===== config.mk =====
export PLATFORM = sky130hd
export DESIGN_NAME = bcd_adjust_unit
export DESIGN_NICKNAME = d
export VERILOG_FILES = /design/src/rtl/bcd_adj_pkg.sv /design/src/rtl/bcd_digit_judge.sv /design/src/rtl/bcd_packed_path.sv /design/src/rtl/bcd_unpacked_path.sv /design/src/rtl/bcd_flag_gen.sv /design/src/rtl/bcd_adjust_unit.sv
export SDC_FILE = /design/constraint.sdc
export NUM_CORES = 1
export LEC_CHECK = 0
export BUFFER_PORTS_ARGS = -buffer_cell sky130_fd_sc_hd__buf_2
export CAP_MARGIN = 20
export CORE_MARGIN = 2
export CORE_UTILIZATION = 40
export DETAILED_ROUTE_END_ITERATION = 8
export GPL_ROUTABILITY_DRIVEN = 0
export PLACE_DENSITY = 0.66
export SLEW_MARGIN = 5
export SYNTH_ARGS = -nofsm -noshare
export SYNTH_HDL_FRONTEND = slang
export SYNTH_HIERARCHICAL = 1
export SYNTH_SLANG_ARGS = --single-unit

===== constraint.sdc =====
create_clock -name clk -period 1.03 [get_ports clk]
set_clock_uncertainty 0.1 [all_clocks]
set_input_delay 0.1545 -clock clk [delete_from_list [all_inputs] [get_ports clk]]
set_output_delay 0.1545 -clock clk [all_outputs]
set_load 0.05 [all_outputs]

===== src/rtl/bcd_adj_pkg.sv =====
package bcd_adj_pkg;
   typedef enum logic [1:0] {
      ADJ_PK_ADD = 2'd0,
      ADJ_PK_SUB = 2'd1,
      ADJ_UP_ADD = 2'd2,
      ADJ_UP_SUB = 2'd3
   } adj_op_e;
endpackage


===== src/rtl/bcd_digit_judge.sv =====
module bcd_digit_judge #(
   parameter int NIB_W = 4,
   parameter int RADIX = 10
) (
   input  logic [2*NIB_W-1:0] byte_i,
   input  logic               aux_i,
   input  logic               carry_i,
   output logic               low_fix_o,
   output logic               high_fix_o
);
   localparam int BYTE_W = 2 * NIB_W;
   localparam logic [NIB_W-1:0]  LIM_N = NIB_W'(RADIX - 1);
   localparam logic [BYTE_W-1:0] LIM_B = {LIM_N, LIM_N};

   // The high decision looks at the untouched byte, so the low fix cannot sway it.
   always_comb begin
      low_fix_o  = (byte_i[NIB_W-1:0] > LIM_N) | aux_i;
      high_fix_o = (byte_i > LIM_B) | carry_i;
   end
endmodule


===== src/rtl/bcd_packed_path.sv =====
module bcd_packed_path #(
   parameter int NIB_W = 4,
   parameter int RADIX = 10
) (
   input  logic [2*NIB_W-1:0] byte_i,
   input  logic               low_fix_i,
   input  logic               high_fix_i,
   input  logic               sub_i,
   output logic [2*NIB_W-1:0] byte_o
);
   localparam int BYTE_W = 2 * NIB_W;
   localparam logic [BYTE_W-1:0] FIX_LO = BYTE_W'((2 ** NIB_W) - RADIX);
   localparam logic [BYTE_W-1:0] FIX_HI = FIX_LO << NIB_W;

   logic [BYTE_W-1:0] corr;

   always_comb begin
      corr   = (low_fix_i ? FIX_LO : '0) | (high_fix_i ? FIX_HI : '0);
      byte_o = sub_i ? (byte_i - corr) : (byte_i + corr);
   end
endmodule


===== src/rtl/bcd_unpacked_path.sv =====
module bcd_unpacked_path #(
   parameter int NIB_W = 4,
   parameter int RADIX = 10
) (
   input  logic [2*NIB_W-1:0] lo_i,
   input  logic [2*NIB_W-1:0] hi_i,
   input  logic               fix_i,
   input  logic               sub_i,
   output logic [2*NIB_W-1:0] lo_o,
   output logic [2*NIB_W-1:0] hi_o
);
   localparam int BYTE_W = 2 * NIB_W;
   localparam logic [BYTE_W-1:0] FIX_LO = BYTE_W'((2 ** NIB_W) - RADIX);
   localparam logic [BYTE_W-1:0] ONE    = BYTE_W'(1);

   logic [BYTE_W-1:0] lo_adj;

   always_comb begin
      if (!fix_i)     lo_adj = lo_i;
      else if (sub_i) lo_adj = lo_i - FIX_LO;
      else            lo_adj = lo_i + FIX_LO;
      // The upper digit of the low byte is always dropped.
      lo_o = {{NIB_W{1'b0}}, lo_adj[NIB_W-1:0]};
      if (!fix_i)     hi_o = hi_i;
      else if (sub_i) hi_o = hi_i - ONE;
      else            hi_o = hi_i + ONE;
   end
endmodule


===== src/rtl/bcd_flag_gen.sv =====
module bcd_flag_gen #(
   parameter int BYTE_W  = 8,
   parameter bit PF_EVEN = 1'b1
) (
   input  logic [BYTE_W-1:0] byte_i,
   output logic              zf_o,
   output logic              sf_o,
   output logic              pf_o
);
   assign zf_o = (byte_i == '0);
   assign sf_o = byte_i[BYTE_W-1];

   if (PF_EVEN) begin : g_pf_even
      assign pf_o = ~(^byte_i);
   end else begin : g_pf_odd
      assign pf_o = ^byte_i;
   end
endmodule


===== src/rtl/bcd_adjust_unit.sv =====
module bcd_adjust_unit
   import bcd_adj_pkg::*;
#(
   parameter int NIB_W   = 4,
   parameter int RADIX   = 10,
   parameter bit PF_EVEN = 1'b1
) (
   input  logic                 clk,
   input  logic                 rst_n,
   input  logic                 in_valid,
   input  logic [1:0]           op_i,
   input  logic [2*NIB_W-1:0]   al_in,
   input  logic [2*NIB_W-1:0]   ah_in,
   input  logic                 cf_in,
   input  logic                 af_in,
   output logic                 out_valid,
   output logic [2*NIB_W-1:0]   al_out,
   output logic [2*NIB_W-1:0]   ah_out,
   output logic                 cf_out,
   output logic                 af_out,
   output logic                 zf_out,
   output logic                 sf_out,
   output logic                 pf_out
);
   localparam int BYTE_W = 2 * NIB_W;

   if (NIB_W < 2) begin : g_bad_nib
      $error("bcd_adjust_unit: NIB_W must be at least 2");
   end
   if (RADIX < 2 || RADIX > (2 ** NIB_W)) begin : g_bad_radix
      $error("bcd_adjust_unit: RADIX must lie in 2 .. 2**NIB_W");
   end

   adj_op_e op;
   logic    unpk, sub;
   logic    low_fix, high_fix;
   logic [BYTE_W-1:0] pk_al, up_al, up_ah;
   logic [BYTE_W-1:0] nx_al, nx_ah;
   logic    nx_cf, nx_af;
   logic    pk_zf, pk_sf, pk_pf;

   always_comb begin
      op   = adj_op_e'(op_i);
      unpk = (op == ADJ_UP_ADD) || (op == ADJ_UP_SUB);
      sub  = (op == ADJ_PK_SUB) || (op == ADJ_UP_SUB);
   end

   bcd_digit_judge #(.NIB_W(NIB_W), .RADIX(RADIX)) u_judge (
      .byte_i     (al_in),
      .aux_i      (af_in),
      .carry_i    (cf_in),
      .low_fix_o  (low_fix),
      .high_fix_o (high_fix)
   );

   bcd_packed_path #(.NIB_W(NIB_W), .RADIX(RADIX)) u_packed (
      .byte_i     (al_in),
      .low_fix_i  (low_fix),
      .high_fix_i (high_fix),
      .sub_i      (sub),
      .byte_o     (pk_al)
   );

   bcd_unpacked_path #(.NIB_W(NIB_W), .RADIX(RADIX)) u_unpacked (
      .lo_i  (al_in),
      .hi_i  (ah_in),
      .fix_i (low_fix),
      .sub_i (sub),
      .lo_o  (up_al),
      .hi_o  (up_ah)
   );

   bcd_flag_gen #(.BYTE_W(BYTE_W), .PF_EVEN(PF_EVEN)) u_flags (
      .byte_i (pk_al),
      .zf_o   (pk_zf),
      .sf_o   (pk_sf),
      .pf_o   (pk_pf)
   );

   always_comb begin
      if (unpk) begin
         nx_al = up_al;
         nx_ah = up_ah;
         nx_cf = low_fix;
         nx_af = low_fix;
      end else begin
         nx_al = pk_al;
         nx_ah = ah_in;
         nx_cf = high_fix;
         nx_af = low_fix;
      end
   end

   always_ff @(posedge clk or negedge rst_n) begin
      if (!rst_n) begin
         out_valid <= 1'b0;
         al_out    <= '0;
         ah_out    <= '0;
         cf_out    <= 1'b0;
         af_out    <= 1'b0;
         zf_out    <= 1'b0;
         sf_out    <= 1'b0;
         pf_out    <= 1'b0;
      end else begin
         out_valid <= in_valid;
         if (in_valid) begin
            al_out <= nx_al;
            ah_out <= nx_ah;
            cf_out <= nx_cf;
            af_out <= nx_af;
            zf_out <= unpk ? 1'b0 : pk_zf;
            sf_out <= unpk ? 1'b0 : pk_sf;
            pf_out <= unpk ? 1'b0 : pk_pf;
         end
      end
   end
endmodule


==> run_results.csv, run 1 <==
group,metric,value,unit
placed_design,io_buffers,44,
floorplanning,start_util,42.0,%
setup_path,path_cells,"buf_8 > o21ai_4 > nand2b_4 > nand2_4 > ha_4 > nor2b_4 > o31a_1 > or4b_4 > nand3_4 > inv_2 > ha_4 > xnor2_2 > xnor2_1 > nand3b_1 > o21ai_1",
setup_path,critPathCaptureType,"register",
global_routing,grt_pass1_vias,1994,
setup_path,critical_path_class,"in2reg",
logic_synthesis,synth_xor_xnor_area_share,6.49,%
setup_path,r2r-start,"ah_out[7]$_DFFE_PN0P_",
routing,antenna_left,0,
global_routing,grt_pass1_wl,8980,um
timing,fmax,0.389,GHz
power,power.density,1310,nW/um2
routing,via_count,1982,
logic_synthesis,synth.top_cells.by_count,"25 x nor2_1, 22 x dfrtp_1, 22 x inv_1",
setup_path,worstSetupEndpoint,"pf_out$_DFFE_PN0P_",
routing,dr.pass1.iters,4,
cells_and_area,final_cells,403,
cts,htree_levels,1,
cells_and_area,syn2layout_area_growth,70.7,%
setup_path,cp_slowest_cell,"or4b_4",
run_status,status,"finished with violations",
logic_synthesis,synth_top_family_by_area,"compound AO/OA/AOI/OAI gates",
min_path,hp-class,"in2reg",
run_status,violations,"setup timing",
cts,clk_pin_slew_worst_paths,0.09,ns
timing,finalMaxSlewViolations,0,
logic_synthesis,async_flop_share,100,%
setup_path,worst-path-buf-inv,2,
cells_and_area,multi_input_area,1600,um2
logic_synthesis,synthCells,229,
logic_synthesis,synth_compound_area_share,17.4,%
cells_and_area,area.sequential,552,um2
setup_path,r2r-end,"ah_out[7]$_DFFE_PN0P_",
setup_path,crit_arrival,2.67,ns
logic_synthesis,synth-main-ff-cell,"dfrtp_1",
logic_synthesis,synth_top_area_share,27.2,%
setup_path,cp_num_cells,15,
routing,vias_per_cell,4.92,
cells_and_area,fillers,361,
routing,routed_wl,5690,um
logic_synthesis,synth.area.top_cells,"dfrtp_1 27%, ha_1 12%, mux2i_1 10%, a21oi_1 5.2%, xnor2_1 4.8%",
timing,grt_setup_unrepaired,"true",
setup_path,worstPathMaxFanout,5,
placed_design,dp_cells,376,
logic_synthesis,ys_seq_area_share,27.2,%
logic_synthesis,synth_top_area_cell,"dfrtp_1",
logic_synthesis,yosys_warnings,6,
logic_synthesis,synthSimpleGateAreaFrac,12.4,%
logic_synthesis,synthesis.area,2020,um2
placed_design,pre_cts_ws,-1.89,ns
cts,clock_tree.buffer_depth,2,
global_routing,grt_usage,20.8,%
setup_path,cpMostUsedCell,"ha_4",
cts,root_buffer,"clkbuf_8",
floorplanning,core,4820,um2
placed_design,dpl.hpwl,3820,um
timing,hold_viol_final,0,
cts,numCtsBuffers,3,
cells_and_area,nets,382,
logic_synthesis,ys_types,43,
power,peakVddDrop,563,uV
global_routing,grt-ovfl-total,0,
timing,tns,-14.45,ns
global_routing,antenna_found_initial,0,
power,power.total,4.51,mW
timing,setup_ws,-1.54,ns
timing,fin_crit,2.57,ns
setup_path,cp.required,1.12,ns
cells_and_area,drive_above_1_share,51.5,%
cts,clk_latency,0.26,ns
floorplanning,fp.dieArea,5650,um2
floorplanning,fp.dieH,75.1,um
cts,cts_tree,"done",
cells_and_area,diodes,0,
setup_path,startpoint,"al_in[2]",
logic_synthesis,synth_edf_count,0,
routing,first_iter_violations,61,
setup_path,cp_top_family,"simple AND/OR/NAND/NOR gates",
setup_path,reg2reg_depth,4,
floorplanning,row_count,25,
timing,finalSetupViolations,41,
setup_path,critical-path-max-stage-delay,0.56,ns
setup_path,crit_path_start_kind,"primary input",
floorplanning,io_pins,45,
power,p_leak,1.66,nW
cts,cts_sinks,22,
run,drv_cap,0,
logic_synthesis,ys_ff_latch,22,
global_routing,grt_max_degree,30,
routing,drc,0,
routing,post_drt_wl_per_cell,14.1,um
timing,fin_crit_sh,250,%
logic_synthesis,synth_area_per_cell,8.84,um2
logic_synthesis,synth-adder-area-share,14.3,%
setup_path,reg2reg_slack,0.03,ns
logic_synthesis,yosys-mux-area-fraction,12.6,%
floorplanning,die_width,75.1,um
logic_synthesis,yosysMostFrequentCell,"nor2_1",
[area by class of cell]
type                            instances  area share [%]
Timing Repair Buffer                  116            31.0
Multi-Input combinational cell        172            46.3
Sequential cell                        22            16.0
Inverter                               22            2.72
Clock buffer                            4            1.59
Tap cell                               67            2.43
[worst register-to-register path: cells and delay by family (launching register included)]
kind	cells	cell delay [ns]
buffers and inverters	2	0.26
and+or+nand+nor	1	0.07
AOI/OAI and AO/OA	1	0.05
DFF	1	0.40
[routing by layer]
layer | global-route usage [%] | wire, um | share of wire [%] | vias to the layer above
met5 | 0 | 0 | 0 | -
met4 | 6.43 | 93 | 1.6 | 0
met3 | 2.28 | 165 | 2.9 | 8
met2 | 38.8 | 2980 | 52 | 39
met1 | 25.0 | 2460 | 43 | 932
li1 | - | - | - | 1003
[cell usage in the layout, fill, tap and decap left out, drive strengths merged, types with 4 or more instances in the layout]
cell	n
xnor2	11
a21o	5
buf	115
mux2	4
xor2	4
conb	4
nor2	25
nand2	6
clkbuf	4
dfrtp	22
ha	20
a21oi	21
mux2i	21
inv	21
o21ai	12
[power breakdown]
part           internal (mW)  switching [mW]  leakage [nW]
logic                   1.37            1.40          1.38
clock network          0.341           0.305        0.0288
registers              0.993           0.105         0.250
[through the flow]
stage | util (%) | hold WS [ns] | instance area (um2)
floorplan | - | -0.241 | 2240
finish | 71.7 | 0.100 | 3460
global route | 71.7 | 0.0913 | 3460
CTS | 68.0 | 0.0966 | 3280
detailed placement | 58.3 | 0.00368 | 2810
global placement | 58.3 | 0.00189 | 2810
[flip-flops by register name, summed over array words and instances (netlist names)]
| signal | count |
|---|---|
| cf_out | 1 |
| pf_out | 1 |
| zf_out | 1 |
| af_out | 1 |
| out_valid | 1 |
| al_out | 8 |
| ah_out | 8 |
| sf_out | 1 |
[worst min path at each step]
stage	start	endpoint	slack [ns]	depth (start not counted)
2_1_floorplan	rst_n	af_out$_DFFE_PN0P_	-0.24	0
3_3_place_gp	rst_n	out_valid$_DFF_PN0_	0.002	2
3_5_place_dp	rst_n	out_valid$_DFF_PN0_	0.004	2
4_1_cts	in_valid	af_out$_DFFE_PN0P_	0.1	2
5_1_grt	in_valid	af_out$_DFFE_PN0P_	0.09	2
6_report	in_valid	af_out$_DFFE_PN0P_	0.10	2
[logic make-up after synthesis]
kind of cell | count (synthesis)
AOI/OAI and AO/OA | 56
xor gates and xnor gates | 15
adders and majority gates | 22
buffers and inverters | 38
DFF | 22
muxes | 25
other | 1
and+or+nand+nor | 50
[repair_timing]
action                                  4_1_cts  5_1_grt
setup buffers                                17       10
pin swaps                                    26       37
endpoints found under the setup margin       42       41
hold buffers                                  1        0
endpoints found under the hold margin        22        0
gates resized for setup                      80       38
Note: power is estimated with default switching activity, not from simulation.
==> run 2: changes to the inputs <==
CORE_UTILIZATION = 32   (was 40)
PLACE_DENSITY = 0.56   (was 0.66)
==> run 2 against run 1 <==
Routed wire length down 5.3%. Combinational power about the same. Power fell by 0.56%. The run still ends with setup timing left. Critical path depth did not move. Non-clock buffer count increased by 4.
==> run_results.csv, run 2 (same netlist as run 1, synthesis figures left out) <==
group,metric,value,unit
placed_design,dp_cells,384,
cts,cts_tree,"done",
setup_path,path_cells,"buf_8 > o21ai_4 > nand2b_4 > nand2_4 > ha_4 > nor2b_4 > o31a_1 > or4b_1 > nand3_2 > inv_2 > ha_4 > xnor2_2 > xnor2_1 > nand3b_1 > o21ai_1",
run,drv_cap,0,
timing,fin_crit_sh,234,%
setup_path,crit_arrival,2.47,ns
floorplanning,fp.dieArea,6980,um2
cts,root_buffer,"clkbuf_8",
min_path,hp-class,"in2reg",
placed_design,dpl.hpwl,3930,um
cells_and_area,final_common_cell,"buf_4",
cts,htree_levels,1,
global_routing,grt_pass1_wl,9110,um
setup_path,cp_top_family,"simple AND/OR/NAND/NOR gates",
floorplanning,die_width,83.5,um
timing,finalMaxSlewViolations,0,
setup_path,critPathCaptureType,"register",
min_path,hold_path_depth,2,
global_routing,grt_pass1_vias,2000,
setup_path,worst-path-buf-inv,2,
setup_path,critical_path_class,"in2reg",
cells_and_area,syn2layout_area_growth,74.5,%
cells_and_area,final_cells,415,
cells_and_area,fillers,545,
cts,clock_tree.buffer_depth,2,
floorplanning,start_util,33.6,%
timing,setup_ws,-1.38,ns
timing,fmax,0.415,GHz
setup_path,reg2reg_depth,4,
routing,via_count,1948,
timing,grt_setup_unrepaired,"true",
cells_and_area,mostFrequentLayoutCells,"54 x buf_4, 38 x buf_6, 23 x nor2_1",
min_path,min_to,"af_out$_DFFE_PN0P_",
power,peakVddDrop,783,uV
routing,routed_wl,5390,um
routing,post_drt_wl_per_cell,13.0,um
floorplanning,fp.dieH,83.5,um
cells_and_area,diodes,0,
power,power.total,4.49,mW
run_status,violations,"setup timing",
cells_and_area,reg.largest.list,"ah_out: 8 flops, al_out: 8 flops",
cells_and_area,drive_above_1_share,51.8,%
routing,vias_per_cell,4.69,
timing,finalSetupViolations,42,
setup_path,r2r-end,"al_out[4]$_DFFE_PN0P_",
timing,whs,0.101,ns
setup_path,crit_path_start_kind,"primary input",
routing,antenna_left,0,
setup_path,critical-path-max-stage-delay,0.50,ns
routing,drc,0,
setup_path,cpMostUsedCell,"ha_4",
cts,numCtsBuffers,3,
run_status,status,"finished with violations",
cells_and_area,nets,386,
timing,hold_viol_final,0,
power,p_leak,1.69,nW
floorplanning,row_count,28,
routing,dr.pass1.iters,4,
setup_path,r2r-start,"al_out[4]$_DFFE_PN0P_",
timing,fin_crit,2.41,ns
setup_path,worstPathMaxFanout,5,
cts,cts_sinks,22,
cells_and_area,final_util,58.6,%
global_routing,grt_max_degree,27,
setup_path,cp_slowest_cell,"or4b_1",
global_routing,antenna_found_initial,0,
cells_and_area,postLayoutCellArea,3530,um2
power,power.density,1270,nW/um2
floorplanning,io_pins,45,
setup_path,cp.required,1.09,ns
global_routing,grt-ovfl-total,0,
timing,tns,-13.61,ns
cts,clk_pin_slew_worst_paths,0.09,ns
placed_design,pre_cts_ws,-1.72,ns
cts,clk_latency,0.26,ns
setup_path,reg2reg_slack,0.06,ns
placed_design,placed_area,2830,um2
floorplanning,core,6030,um2
min_path,min_from,"in_valid",
routing,first_iter_violations,38,
placed_design,io_buffers,44,
global_routing,grt_usage,15.6,%
==> run 2: cell count changes in the layout (fill, tap and decap cells not counted), sizes merged <==
cell	before	now
clkinv	0	1
buf	115	119
inv	21	20
==> run 2: metal layers <==
metal	share of wire (%)	GRT usage, %	up-vias
li1	-	-	1005
met1	45	19.5	909
met2	53	28.3	32
met3	2.3	1.58	2
met4	0.54	4.69	0
met5	0	0	-
==> run 2: worst max-delay path by stage <==
stage	to	slack (ns)	cells after the start	startpoint
floorplan	pf_out$_DFFE_PN0P_	-1.57	14	al_in[2]
global placement	pf_out$_DFFE_PN0P_	-1.69	15	al_in[2]
detailed placement	pf_out$_DFFE_PN0P_	-1.72	16	al_in[2]
CTS	pf_out$_DFFE_PN0P_	-1.37	15	al_in[2]
global route	pf_out$_DFFE_PN0P_	-1.55	18	al_in[2]
finish	pf_out$_DFFE_PN0P_	-1.38	15	al_in[2]
==> run 2: area by class of cell <==
class / instances / area [um2] / share of cell area (%)
clock buffer: 4 / 55.1 / 1.56
inverter: 22 / 98.8 / 2.80
multi-input combinational: 172 / 1600 / 45.2
sequential: 22 / 552 / 15.6
tap: 75 / 93.8 / 2.66
timing repair buffer: 120 / 1140 / 32.2
==> run 2: power breakdown <==
part | switching (mW) | internal, mW
Sequential | 0.0999 | 0.993
Combinational | 1.34 | 1.41
Clock | 0.302 | 0.341
==> run 2: repair_timing <==
item                                    4_1_cts  5_1_grt
gates resized for setup                      84       35
hold endpoints to repair                     22        0
pin swaps                                    25       25
cloned                                        1        0
endpoints found under the setup margin       42       42
hold buffers                                  1        0
buffers inserted                             21        9
